===== config.mk =====
export PLATFORM = sky130hd
export DESIGN_NAME = edge_irq_ctrl
export DESIGN_NICKNAME = d
export VERILOG_FILES = /design/src/rtl/edge_irq_pkg.sv /design/src/rtl/eic_sync_edge.sv /design/src/rtl/eic_regs.sv /design/src/rtl/eic_pending.sv /design/src/rtl/edge_irq_ctrl.sv
export SDC_FILE = /design/constraint.sdc
export NUM_CORES = 1
export LEC_CHECK = 0
export ABC_CLOCK_PERIOD_IN_PS = 3000
export BUFFER_PORTS_ARGS = -buffer_cell sky130_fd_sc_hd__buf_2
export CORE_MARGIN = 2
export CORE_UTILIZATION = 35
export CTS_CLUSTER_DIAMETER = 40
export CTS_CLUSTER_SIZE = 30
export DETAILED_ROUTE_END_ITERATION = 16
export PLACE_DENSITY = 0.51
export SYNTH_ARGS = -nofsm -noshare
export SYNTH_HDL_FRONTEND = slang
export SYNTH_SLANG_ARGS = --single-unit

===== constraint.sdc =====
create_clock -name clk -period 3 [get_ports clk]
set_clock_uncertainty 0.2 [all_clocks]
set_input_delay 0.45 -clock clk [delete_from_list [all_inputs] [get_ports clk]]
set_output_delay 0.45 -clock clk [all_outputs]
set_load 0.01 [all_outputs]

===== src/rtl/edge_irq_pkg.sv =====
package edge_irq_pkg;
   localparam int REG_AW = 3;

   typedef enum logic [REG_AW-1:0] {
      SEL_RISE  = 3'd0,
      SEL_FALL  = 3'd1,
      SEL_INTEN = 3'd2,
      SEL_EVTEN = 3'd3,
      SEL_SWTRG = 3'd4,
      SEL_PEND  = 3'd5
   } reg_sel_e;
endpackage


===== src/rtl/eic_sync_edge.sv =====
module eic_sync_edge #(
   parameter int NUM_LINES   = 23,
   parameter int SYNC_STAGES = 2
) (
   input  logic                 clk,
   input  logic                 rst_n,
   input  logic [NUM_LINES-1:0] async_in,
   input  logic [NUM_LINES-1:0] rise_en,
   input  logic [NUM_LINES-1:0] fall_en,
   output logic [NUM_LINES-1:0] trig_o
);
   localparam int MSB = SYNC_STAGES - 1;

   if (SYNC_STAGES < 2) begin : g_bad_stages
      $error("SYNC_STAGES must be at least 2");
   end

   for (genvar i = 0; i < NUM_LINES; i++) begin : g_line
      logic [MSB:0] chain;
      logic         prev;
      logic         now_v;

      always_ff @(posedge clk) begin
         if (!rst_n) begin
            chain <= '0;
            prev  <= 1'b0;
         end else begin
            chain <= {chain[MSB-1:0], async_in[i]};
            prev  <= chain[MSB];
         end
      end

      assign now_v     = chain[MSB];
      assign trig_o[i] = (now_v & ~prev & rise_en[i]) |
                         (~now_v & prev & fall_en[i]);
   end
endmodule


===== src/rtl/eic_regs.sv =====
module eic_regs
   import edge_irq_pkg::*;
#(
   parameter int NUM_LINES = 23
) (
   input  logic                 clk,
   input  logic                 rst_n,
   input  logic                 bus_wr,
   input  logic [REG_AW-1:0]    bus_addr,
   input  logic [NUM_LINES-1:0] bus_wdata,
   input  logic [NUM_LINES-1:0] pend_q,
   output logic [NUM_LINES-1:0] bus_rdata,
   output logic [NUM_LINES-1:0] rise_en,
   output logic [NUM_LINES-1:0] fall_en,
   output logic [NUM_LINES-1:0] int_en,
   output logic [NUM_LINES-1:0] evt_en,
   output logic [NUM_LINES-1:0] sw_trig,
   output logic [NUM_LINES-1:0] clr_vec
);
   reg_sel_e sel;
   assign sel = reg_sel_e'(bus_addr);

   always_ff @(posedge clk) begin
      if (!rst_n) begin
         rise_en <= '0;
         fall_en <= '0;
         int_en  <= '0;
         evt_en  <= '0;
      end else if (bus_wr) begin
         case (sel)
            SEL_RISE:  rise_en <= bus_wdata;
            SEL_FALL:  fall_en <= bus_wdata;
            SEL_INTEN: int_en  <= bus_wdata;
            SEL_EVTEN: evt_en  <= bus_wdata;
            default: ;
         endcase
      end
   end

   assign sw_trig = (bus_wr && sel == SEL_SWTRG) ? bus_wdata : '0;
   assign clr_vec = (bus_wr && sel == SEL_PEND)  ? bus_wdata : '0;

   always_comb begin
      case (sel)
         SEL_RISE:  bus_rdata = rise_en;
         SEL_FALL:  bus_rdata = fall_en;
         SEL_INTEN: bus_rdata = int_en;
         SEL_EVTEN: bus_rdata = evt_en;
         SEL_PEND:  bus_rdata = pend_q;
         default:   bus_rdata = '0;
      endcase
   end
endmodule


===== src/rtl/eic_pending.sv =====
module eic_pending #(
   parameter int NUM_LINES = 23
) (
   input  logic                 clk,
   input  logic                 rst_n,
   input  logic [NUM_LINES-1:0] set_vec,
   input  logic [NUM_LINES-1:0] clr_vec,
   output logic [NUM_LINES-1:0] pend_q
);
   always_ff @(posedge clk) begin
      if (!rst_n) pend_q <= '0;
      else        pend_q <= (pend_q & ~clr_vec) | set_vec;
   end

   // A pending bit only drops where a clear was aimed at it
   assert_sticky_R8: assert property (@(posedge clk) disable iff (!rst_n)
      ($past(pend_q) & ~$past(clr_vec) & ~pend_q) == '0);

   // Clear with no competing set empties the bit
   assert_clear_R8: assert property (@(posedge clk) disable iff (!rst_n)
      |(clr_vec & ~set_vec) |=> ((pend_q & $past(clr_vec & ~set_vec)) == '0));

   // Set wins over a simultaneous clear
   assert_set_wins_R9: assert property (@(posedge clk) disable iff (!rst_n)
      |set_vec |=> ((pend_q & $past(set_vec)) == $past(set_vec)));

   // No pending bit appears without a set
   assert_no_spurious_R6: assert property (@(posedge clk) disable iff (!rst_n)
      (pend_q & ~$past(pend_q) & ~$past(set_vec)) == '0);
endmodule


===== src/rtl/edge_irq_ctrl.sv =====
module edge_irq_ctrl
   import edge_irq_pkg::*;
#(
   parameter int NUM_LINES   = 23,
   parameter int SYNC_STAGES = 2
) (
   input  logic                 clk,
   input  logic                 rst_n,
   input  logic [NUM_LINES-1:0] ext_in,
   input  logic                 bus_wr,
   input  logic [REG_AW-1:0]    bus_addr,
   input  logic [NUM_LINES-1:0] bus_wdata,
   output logic [NUM_LINES-1:0] bus_rdata,
   output logic [NUM_LINES-1:0] irq_o,
   output logic [NUM_LINES-1:0] evt_o
);
   if (NUM_LINES < 1 || NUM_LINES > 32) begin : g_bad_lines
      $error("NUM_LINES must be within 1..32");
   end

   logic [NUM_LINES-1:0] rise_en, fall_en, int_en, evt_en;
   logic [NUM_LINES-1:0] sw_trig, clr_vec, hw_trig, any_trig;
   logic [NUM_LINES-1:0] set_vec, pend_q, evt_q;

   eic_regs #(.NUM_LINES(NUM_LINES)) u_regs (
      .clk(clk), .rst_n(rst_n), .bus_wr(bus_wr), .bus_addr(bus_addr),
      .bus_wdata(bus_wdata), .pend_q(pend_q), .bus_rdata(bus_rdata),
      .rise_en(rise_en), .fall_en(fall_en), .int_en(int_en),
      .evt_en(evt_en), .sw_trig(sw_trig), .clr_vec(clr_vec)
   );

   eic_sync_edge #(.NUM_LINES(NUM_LINES), .SYNC_STAGES(SYNC_STAGES)) u_edge (
      .clk(clk), .rst_n(rst_n), .async_in(ext_in),
      .rise_en(rise_en), .fall_en(fall_en), .trig_o(hw_trig)
   );

   assign any_trig = hw_trig | sw_trig;
   assign set_vec  = any_trig & int_en;

   eic_pending #(.NUM_LINES(NUM_LINES)) u_pend (
      .clk(clk), .rst_n(rst_n), .set_vec(set_vec),
      .clr_vec(clr_vec), .pend_q(pend_q)
   );

   always_ff @(posedge clk) begin
      if (!rst_n) evt_q <= '0;
      else        evt_q <= any_trig & evt_en;
   end

   assign evt_o = evt_q;
   assign irq_o = pend_q & int_en;

   // Pending never rises on a line whose interrupt enable was off
   assert_mask_gate_R6: assert property (@(posedge clk) disable iff (!rst_n)
      (pend_q & ~$past(pend_q) & ~$past(int_en)) == '0);

   // Strobes only on lines whose event enable was on
   assert_evt_gate_R7: assert property (@(posedge clk) disable iff (!rst_n)
      (evt_o & ~$past(evt_en)) == '0);

   // An interrupt level needs a pending bit behind it
   assert_irq_src_R11: assert property (@(posedge clk) disable iff (!rst_n)
      (irq_o & ~pend_q) == '0);
endmodule


==> run metrics, run 1 <==
worst vdd ir=approximately 370 µV; leakage=approximately 4.5 nW; drt first-iter violations=358; CP Max Fanout=13; register bit total from synthesis=about 210; final setup fails=0; Routed Antenna Nets=0; worst stage delay on the critical path=~0.44 ns; Setup TNS=0 ns; Mapped Nets=around 980; total CTS buffers=34; Setup Fix Bufs, Post-CTS=0; number of H-tree levels=2; initial antenna violation count=1; Post-route DRC=0; TritonCTS clock tree=yes; gp weighted congestion=about 0.76; area delta synth->final=27.87%; io pins=between 100 and 150; Slew @ Worst Pin=roughly 0.99 ns; Final Cycle Share=about four fifths; first drt pass iteration count=4; Mapped Cells=931; Worst-path clk slew=around 0.05 ns; WP data required=2.35 ns; Die Footprint=25,990 µm²; final core utilization=a little under half; Port Buf Inserts=between 100 and 150; Row Count=57; Worst path slowest cell=or2_1; Clock Sinks=207; Syn Std Cell Area=8652 µm²; Die X=about 160 µm; Synth cell types=32; vias in the first global route=around 6,600; DRT Wirelength=between 20,000 and 25,000 µm; clock buffer depth=3; critical path type=primary input to output pin; Max Clk Rate=just over 0.4 GHz; DPL Wire Length=15,850 µm; routed len/inst=17.27 µm; largest net degree at the start of global routing=83; RSZ-0062 raised after global routing=no; Rel. slew slack=between 30 and 40%; Post-synth EDFFs=0; top_reg_cell synth=dfxtp_1; CP Data Arrival Time=1.77 ns; vias per cell=4.842; first-pass GRT wire length=just under 40,000 µm; clk root buf=clkbuf_16; Tmin final=2.425 ns; ratio of cells with drive above 1 in the final layout=about a fifth; Core Region=~24,000 µm²; Worst-Skew Late Latency=0.49 ns; diode count=0; Die H=around 160 µm; Startpoint Class=primary input; outcome=completed; Post-CTS Resized=0; sequential element share of the synthesized area=between 40% and 50%; Filler Cell Count=2,347; Syn. warnings=0; Slew Limit Fails=0; Hold WC Path Type=primary input to flop; Overflow after GRT=0; cts hold-fix bufs=22; Max Cap Viol=0; P per Cell Area=673.6 nW/µm²; initial core utilization=between 30% and 40%; Avg Cell Area, Syn=~9.3 µm²; via count=6,866; crit-path cells=buf_2 > or2_1 > buf_4 > o2bb2ai_1 > buf_2; most frequent CP cell=buf_2; Hold Vio Cnt, Final=0; All-Layer GR Usage=between 10% and 20%; # nets final=about 1,100; Post-synth ARST share=0%; critical path capture point type=output pin
final timing paths:
kind                                end                        from  cells past startpoint  slack [ns]
max                       bus_rdata[15]                 bus_addr[0]                      5        0.58
min           u_edge.g_line[8].chain[0]                   ext_in[8]                      2        0.02
max reg2reg                   evt_o[21]          u_regs.fall_en[21]                      3        1.72
min reg2reg  u_edge.g_line[14].chain[1]  u_edge.g_line[14].chain[0]                      1        0.23
synth_stat cells, types with 4 or more instances:
library cell  instances  area share [%]
nor2b_1               5            0.36
nand3b_1             19             1.6
inv_1                20            0.87
nand2_2              20             1.4
and2_1              111             8.0
a21boi_1             39             3.4
nand2_1             210             9.1
a21boi_0             57             4.9
clkbuf_1             30             1.3
a32o_1               19             2.2
dfxtp_1             207              48
o221ai_1             19             1.9
nor2_1                4            0.17
buf_2                26             1.5
a221oi_1              4            0.40
mux2i_1              44             5.1
o2bb2ai_1            48             4.9
buf_4                 7            0.61
and3_1               19             1.4
and3b_1               4            0.40
report_power, final:
group	internal [W]	leakage [nW]	switching (W)
registers	0.00282	1.68	0.0000385
logic	0.000158	2.18	0.000216
clock network	0.00286	0.597	0.00136
cell type report:
| cell class | instances | area (µm²) | area share [%] |
|---|---|---|---|
| well taps | 324 | 405.4 | 3.664 |
| clock inverters | 16 | 257.7 | 2.330 |
| repair buffers | 168 | 1069 | 9.658 |
| inverters | 20 | 75.07 | 0.6786 |
| clock buffers | 46 | 999.7 | 9.036 |
| multi-input cells | 637 | 4113 | 37.17 |
| flip-flops and latches | 207 | 4144 | 37.46 |
cells by family after synthesis:
group | count (synthesis) | share of synthesized area [%]
compound gates | 187 | 17.77
simple gates | 405 | 24.27
buf+inv | 87 | 4.714
mux | 45 | 5.351
flops | 207 | 47.90
registers in the layout, indices dropped and copies added (netlist names):
name and count:
evt_o 23, u_regs.fall_en 23, u_edge.g_line.chain 46, u_regs.int_en 23, u_regs.evt_en 23, u_edge.g_line.prev 23, u_pend.pend_q 23, u_regs.rise_en 23
stage by stage:
step	hold WS (ns)	total power (W)	setup WS (ns)	instance area, µm²	instances
after global placement	0.2154	0.003265	0.4465	9585	1334
after floorplan	0.2057	0.003112	0.9123	8652	931
after detailed placement	0.2169	0.003267	0.4121	9585	1334
final	0.01738	0.007452	0.5753	11060	1418
after CTS	0.004076	0.007550	0.5405	11060	1418
after global routing	0.003228	0.007718	0.4974	11060	1418
per-layer routing:
metal	GRT usage, %	routed length (µm)
met2	29.81	11090
met1	26.66	11910
met3	3.544	1061
met5	0	13
met4	5.154	407
cell usage in the layout, fill, tap and decap left out, types with 2 or more instances in the layout:
| master | instances |
|---|---|
| a21boi_0 | 57 |
| a21boi_1 | 39 |
| a221oi_1 | 4 |
| a32o_1 | 19 |
| and2_1 | 111 |
| and3_1 | 19 |
| and3b_1 | 4 |
| and4b_1 | 2 |
| and4bb_2 | 2 |
| buf_12 | 4 |
| buf_2 | 119 |
| buf_4 | 23 |
| bufinv_16 | 6 |
| clkbuf_1 | 5 |
| clkbuf_16 | 37 |
| clkbuf_8 | 4 |
| clkinv_4 | 3 |
| clkinvlp_4 | 5 |
| dfxtp_1 | 207 |
| dlygate4sd3_1 | 22 |
| inv_1 | 20 |
| mux2i_1 | 44 |
| nand2_1 | 210 |
| nand2_2 | 20 |
| nand3b_1 | 19 |
| nand4b_1 | 2 |
| nand4bb_2 | 2 |
| nor2_1 | 4 |
| nor2b_1 | 4 |
| o221ai_1 | 19 |
| o2bb2ai_1 | 48 |
worst max-delay path: cells and delay by family:
| kind | cells | cell delay (ns) |
|---|---|---|
| buf+inv | 3 | 0.64 |
| simple gates | 1 | 0.44 |
| compound gates | 1 | 0.23 |
Power figures use the tool's default switching activity.
==> inputs of run 2 (changes only) <==
--- a/config.mk
+++ b/config.mk
@@ -5,14 +5,14 @@
 export SDC_FILE = /design/constraint.sdc
 export NUM_CORES = 1
 export LEC_CHECK = 0
-export ABC_CLOCK_PERIOD_IN_PS = 3000
+export ABC_CLOCK_PERIOD_IN_PS = 2000
 export BUFFER_PORTS_ARGS = -buffer_cell sky130_fd_sc_hd__buf_2
 export CORE_MARGIN = 2
 export CORE_UTILIZATION = 35
 export CTS_CLUSTER_DIAMETER = 40
 export CTS_CLUSTER_SIZE = 30
 export DETAILED_ROUTE_END_ITERATION = 16
-export PLACE_DENSITY = 0.51
+export PLACE_DENSITY = 0.53
 export SYNTH_ARGS = -nofsm -noshare
 export SYNTH_HDL_FRONTEND = slang
 export SYNTH_SLANG_ARGS = --single-unit
==> constraint.sdc (replaced) <==
create_clock -name clk -period 2 [get_ports clk]
set_clock_uncertainty 0.2 [all_clocks]
set_input_delay 0.3 -clock clk [delete_from_list [all_inputs] [get_ports clk]]
set_output_delay 0.3 -clock clk [all_outputs]
set_load 0.01 [all_outputs]
==> run 2 against run 1 <==
Effect of this change:
- the run now ends with setup timing left
- setup slack lost 0.63 ns
- via count grew 5.0%
- sequential share of layout area shrank 2.5 points
- highest routed layer is now met4
- global-route usage grew 0.54 points
- wire length grew 3.3%
- register-to-register slack lost 1.1 ns
- combinational power grew 72%
- critical path depth shrank 1
- non-clock buffer count grew 47
==> run metrics, run 2 (same netlist as run 1, synthesis figures left out) <==
met2 routed WL=approximately 12,000 µm; Die H=161.2 µm; Worst-path clk slew=about 0.050 ns; crit-path cells=mux4_2 > inv_2 > o21ai_2 > buf_2; Final Cycle Share=102.6%; area delta synth->final=37.41%; reg2reg start=u_regs.fall_en[21]; Largest register FFs=46; drt first-iter violations=470; failing checks=setup timing; Die Footprint=roughly 26,000 µm²; fin worst setup slack=-0.05103 ns; vias per cell=about 4.9; Clock Sinks=~210; WHS Path Cells=1; worst vdd ir=approximately 600 µV; Slew Limit Fails=0; leakage=4.870 nW; critical path type=flop to output pin; vias in the first global route=a little over 7,000; CP Max Fanout=2; DRT Wirelength=~25,000 µm; Rel. slew slack=about 74%; CP Data Arrival Time=roughly 1.6 ns; Worst Setup SP=u_regs.evt_en[21]; outcome=finished with violations; ratio of cells with drive above 1 in the final layout=between 20 and 25%; Slew @ Worst Pin=between 0.3 and 0.4 ns; gp weighted congestion=slightly below 0.8; DPL Wire Length=between 15,000 and 20,000 µm; initial antenna violation count=1; final setup fails=1; P per Cell Area=between 1000 and 1500 nW/µm²; Startpoint Class=flop; routed len/inst=17.16 µm; most common cell after layout, fill and taps aside=nand2_1; TritonCTS clock tree=yes; RR Endpoint=evt_o[21]; dpl ws=-0.04555 ns; hold path endpoint=u_edge.g_line[21].chain[1]; Overflow after GRT=0; worst stage delay on the critical path=approximately 0.47 ns; Core Region=between 20,000 and 25,000 µm²; Filler Cell Count=2,323; Port Buf Inserts=120; RSZ-0062 raised after global routing=yes; WP data required=about 1.5 ns; Hold WC Path Type=flop to flop; All-Layer GR Usage=between 10% and 20%; Worst Hold Launch=u_edge.g_line[21].chain[0]; Setup TNS=-0.05103 ns; Tmin final=~2 ns; DR WL met3=~1300 µm; io pins=around 120; most frequent cells in the layout=nand2_1, dfxtp_1, buf_2; flop2flop setup slack=0.64 ns; Max Cap Viol=0; # nets final=around 1,200; Die X=roughly 160 µm; first-pass GRT wire length=just under 40,000 µm; via count=approximately 7,200; total CTS buffers=38; Fin Hold WS=0.2237 ns; clk root buf=clkbuf_16; Max Clk Rate=between 0.4 and 0.5 GHz; number of H-tree levels=2; Worst-Skew Late Latency=between 0.5 and 0.6 ns; Routed Antenna Nets=0; clock buffer depth=3; initial core utilization=~36%; Hold Vio Cnt, Final=0; first drt pass iteration count=4; reg2reg path depth=4; Row Count=57; Worst path slowest cell=mux4_2; most flop-heavy register=u_edge.g_line.chain; M1 wire length=12,030 µm; critical path capture point type=output pin; Post-route DRC=0; highest metal used=met4; largest net degree at the start of global routing=62
## run 2: worst max-delay path: cells and delay by family, from the launching register on
| kind | cells | cell delay [ns] |
|---|---|---|
| AO/OA/AOI/OAI | 1 | 0.06 |
| multiplexers | 1 | 0.47 |
| buffers and inverters | 2 | 0.21 |
| flip-flops | 1 | 0.32 |
## run 2: timing repair
| item | 4_1_cts | 5_1_grt |
|---|---|---|
| endpoints found under the hold margin | 137 | 0 |
| setup buffers | 3 | 1 |
| pin swaps | 0 | 3 |
| endpoints found under the setup margin | 3 | 17 |
| hold buffers | 47 | 0 |
| gates resized for setup | 9 | 12 |
## run 2: worst max path at each step
| stage | to | slack (ns) | cells after the start |
|---|---|---|---|
| 3_3_place_gp | bus_rdata[8] | -0.03 | 5 |
| 5_1_grt | bus_rdata[21] | -0.12 | 4 |
| 2_1_floorplan | bus_rdata[10] | 0.21 | 5 |
| 3_5_place_dp | bus_rdata[8] | -0.05 | 5 |
| 4_1_cts | bus_rdata[21] | -0.07 | 4 |
| 6_report | bus_rdata[21] | -0.05 | 4 |
## run 2: power breakdown
group | internal (W) | switching (W)
clock network | 0.00533 | 0.00226
logic | 0.000301 | 0.000344
registers | 0.00423 | 0.0000581
total | 0.00985 | 0.00266
## run 2: metrics by stage
stage	utilization [%]	cells	total power [W]	cell area, µm²
final	48.89	1474	0.01252	11890
after global routing	48.88	1473	0.01294	11890
after CTS	48.64	1472	0.01265	11830
after detailed placement	40.29	1352	0.004934	9798
after global placement	40.29	1352	0.004930	9798
after floorplan	-	931	0.004668	8652
## run 2: routing by layer
| metal | track usage [%] | vias to the layer above |
|---|---|---|
| li1 | - | 3591 |
| met1 | 26.53 | 3420 |
| met2 | 31.80 | 162 |
| met3 | 3.852 | 33 |
| met4 | 4.870 | 0 |
| met5 | 0 | - |
## run 2: final cells by class
class	instances	area, µm²	share of cell area (%)
Sequential cell	207	4151	34.92
Inverter	20	75.07	0.6314
Antenna cell	1	2.502	0.02105
Multi-Input combinational cell	637	4154	34.94
Tap cell	324	405.4	3.410
Clock inverter	28	476.7	4.010
Clock buffer	42	1040	8.746
Timing Repair Buffer	215	1584	13.32
==> inputs of run 3 (changes only) <==
--- a/config.mk
+++ b/config.mk
@@ -15,4 +15,5 @@
 export PLACE_DENSITY = 0.53
 export SYNTH_ARGS = -nofsm -noshare
 export SYNTH_HDL_FRONTEND = slang
+export SYNTH_HIERARCHICAL = 1
 export SYNTH_SLANG_ARGS = --single-unit
==> run 3 against run 2 <==
Effect of this change:
- the run still ends with setup timing left
- largest cell class unchanged
- synthesized cell count grew 1.7%
- wire length decreased by 2.0%
- cell area rose by 0.83%
- utilization is 0.12 points higher
- combinational power fell by 0.6%
- fmax is essentially flat
- cell count grew 2.0%
- flip-flop and latch count did not move
==> run metrics, run 3 <==
outcome=finished with violations; failing checks=setup timing; Synth top area share=roughly 47%; gr busiest metal=met2; Post-route DRC=0; Commonest cells post-synth=dfxtp_1, nand2_1, and2_1; final core utilization=roughly half; via count=just over 7,000; RSZ-0062 raised after global routing=yes; Tmin final=2.051 ns; Mapped Nets=around 1,000; critical path type=flop to output pin; Port Buf Inserts=between 100 and 150; gp weighted congestion=roughly 0.73; vias per cell=around 4.8; Multi-input gate area=roughly 4400 µm²; vias in the first global route=approximately 7,300; Startpoint Class=flop; Row Count=between 50 and 60; Largest register FFs=46; Rel. slew slack=~78%; GRT met3 Usage=between 3 and 4%; clk root buf=clkbuf_16; most frequent cells in the layout=nand2_1, dfxtp_1, and2_1; met2 GRT Util=33.44%; most flop-heavy register=u_edge/g_line.chain; Post-synth EDFFs=0; # nets final=1,209; diode count=0; Die H=162.1 µm; dpl ws=-0.09685 ns; Final Cycle Share=102.5%; Worst path slowest cell=dfxtp_2; Hold Vio Cnt, Final=0; synth top area cells=dfxtp_1, and2_1, nand2_1; All-Layer GR Usage=18.98%; clock buffer depth=3; dpl cells=1,366; ratio of cells with drive above 1 in the final layout=26.36%; sequential element share of the synthesized area=a little under half; DRT Wirelength=roughly 25,000 µm; Worst-Skew Late Latency=between 0.4 and 0.5 ns; routed len/inst=about 16 µm; register bit total from synthesis=about 210; critical path capture point type=output pin; Die X=162.1 µm; met1 GRT Util=a little under a quarter; DPL Wire Length=between 15,000 and 20,000 µm; final setup fails=14; Finished Cell Area=roughly 12,000 µm²; total CTS buffers=36; DP Area=a little under 10,000 µm²; Die Footprint=around 26,000 µm²; top cell type by total area after synthesis=dfxtp_1; Slew Limit Fails=0; Worst-path clk slew=0.05 ns; largest net degree at the start of global routing=90; Clock Sinks=~210; number of H-tree levels=2; worst stage delay on the critical path=between 0.3 and 0.4 ns; crit-path cells=mux2_4 > a221o_1 > buf_2; initial antenna violation count=0; Synth cell types=35; Routed Antenna Nets=0; first-pass GRT wire length=just under 40,000 µm; Fin Hold WS=about 0.23 ns; Mapped Cells=between 900 and 1,000; worst vdd ir=around 630 µV; Slew @ Worst Pin=0.3329 ns; Syn Std Cell Area=between 8000 and 9000 µm²; fin worst setup slack=-0.05058 ns; Post-synth ARST share=0%; drt first-iter violations=343; Syn. warnings=6; Overflow after GRT=0; Max Cap Viol=0; area delta synth->final=36.97%; first drt pass iteration count=6; most common cell after layout, fill and taps aside=nand2_1; Max Clk Rate=slightly below 0.5 GHz; TritonCTS clock tree=yes; P per Cell Area=~940 nW/µm²; WP data required=~1.5 ns; initial core utilization=35.78%; Core Region=between 20,000 and 25,000 µm²; leakage=roughly 5.2 nW; Avg Cell Area, Syn=9.242 µm²; CP Data Arrival Time=roughly 1.6 ns; Hold WC Path Type=flop to flop; top_reg_cell synth=dfxtp_1; io pins=121; CP Max Fanout=3; Reg area=about 4200 µm²; Filler Cell Count=around 2,300; Non-Filler Instances=approximately 1,500
-- run 3: cell count changes in the layout (fill, tap and decap cells not counted), sizes merged, moves of 22 or more --
cell	previous run	this run
o2bb2ai	48	0
o21a	0	46
and2	111	138
o21ai	1	25
mux2	0	23
nand2	230	207
o211a	0	23
mux2i	44	22
-- run 3: layer usage --
layer  wire, µm  vias to the layer above
met5          0                        -
met4        467                        0
met3       1272                       41
met2      11950                      159
met1      11100                     3421
li1           -                     3630
-- run 3: repair_timing --
item                                    4_1_cts  5_1_grt
pin swaps                                     5        5
setup buffers                                27        1
resized for setup                            51        8
endpoints found under the setup margin       23       23
endpoints found under the hold margin       124        0
hold buffers                                 49        0
-- run 3: layout make-up --
type	count	area share, %
Clock inverter	16	2.223
Multi-Input combinational cell	682	36.35
Clock buffer	45	8.225
Tap cell	324	3.382
Sequential cell	207	35.03
Timing Repair Buffer	230	14.79
-- run 3: worst paths after layout --
check	from	endpoint	slack, ns	cells past startpoint
worst max-delay path	u_regs/fall_en[17]	bus_rdata[17]	-0.05	3
worst min-delay path	u_edge/g_line[19].chain[0]	u_edge/g_line[19].chain[1]	0.23	1
worst max register to register	u_regs/fall_en[16]	u_pend/pend_q[16]	0.67	5
worst min register to register	u_edge/g_line[19].chain[0]	u_edge/g_line[19].chain[1]	0.23	1
-- run 3: cell families after synthesis --
group | after synthesis | synth area share, %
AO/OA/AOI/OAI | 210 | 18.51
multiplexers | 45 | 5.475
AND/OR/NAND/NOR | 427 | 25.02
buffers and inverters | 58 | 3.646
flip-flops | 207 | 47.35
-- run 3: where the power goes --
group	switching (W)	internal, W
registers	0.0000544	0.00423
logic	0.000321	0.000320
clock network	0.00209	0.00427
-- run 3: per-stage QoR --
stage | power (W) | setup TNS [ns]
floorplan | 0.004645 | 0
global route | 0.01168 | -1.249
global placement | 0.004910 | -1.719
CTS | 0.01144 | -0.8303
finish | 0.01129 | -0.2193
detailed placement | 0.004910 | -1.499
-- run 3: worst max-delay path: cells and delay by family (launching register included) --
family	cells	cell delay [ns]
buf+inv	1	0.15
mux	1	0.26
compound gates	1	0.32
flops	1	0.32
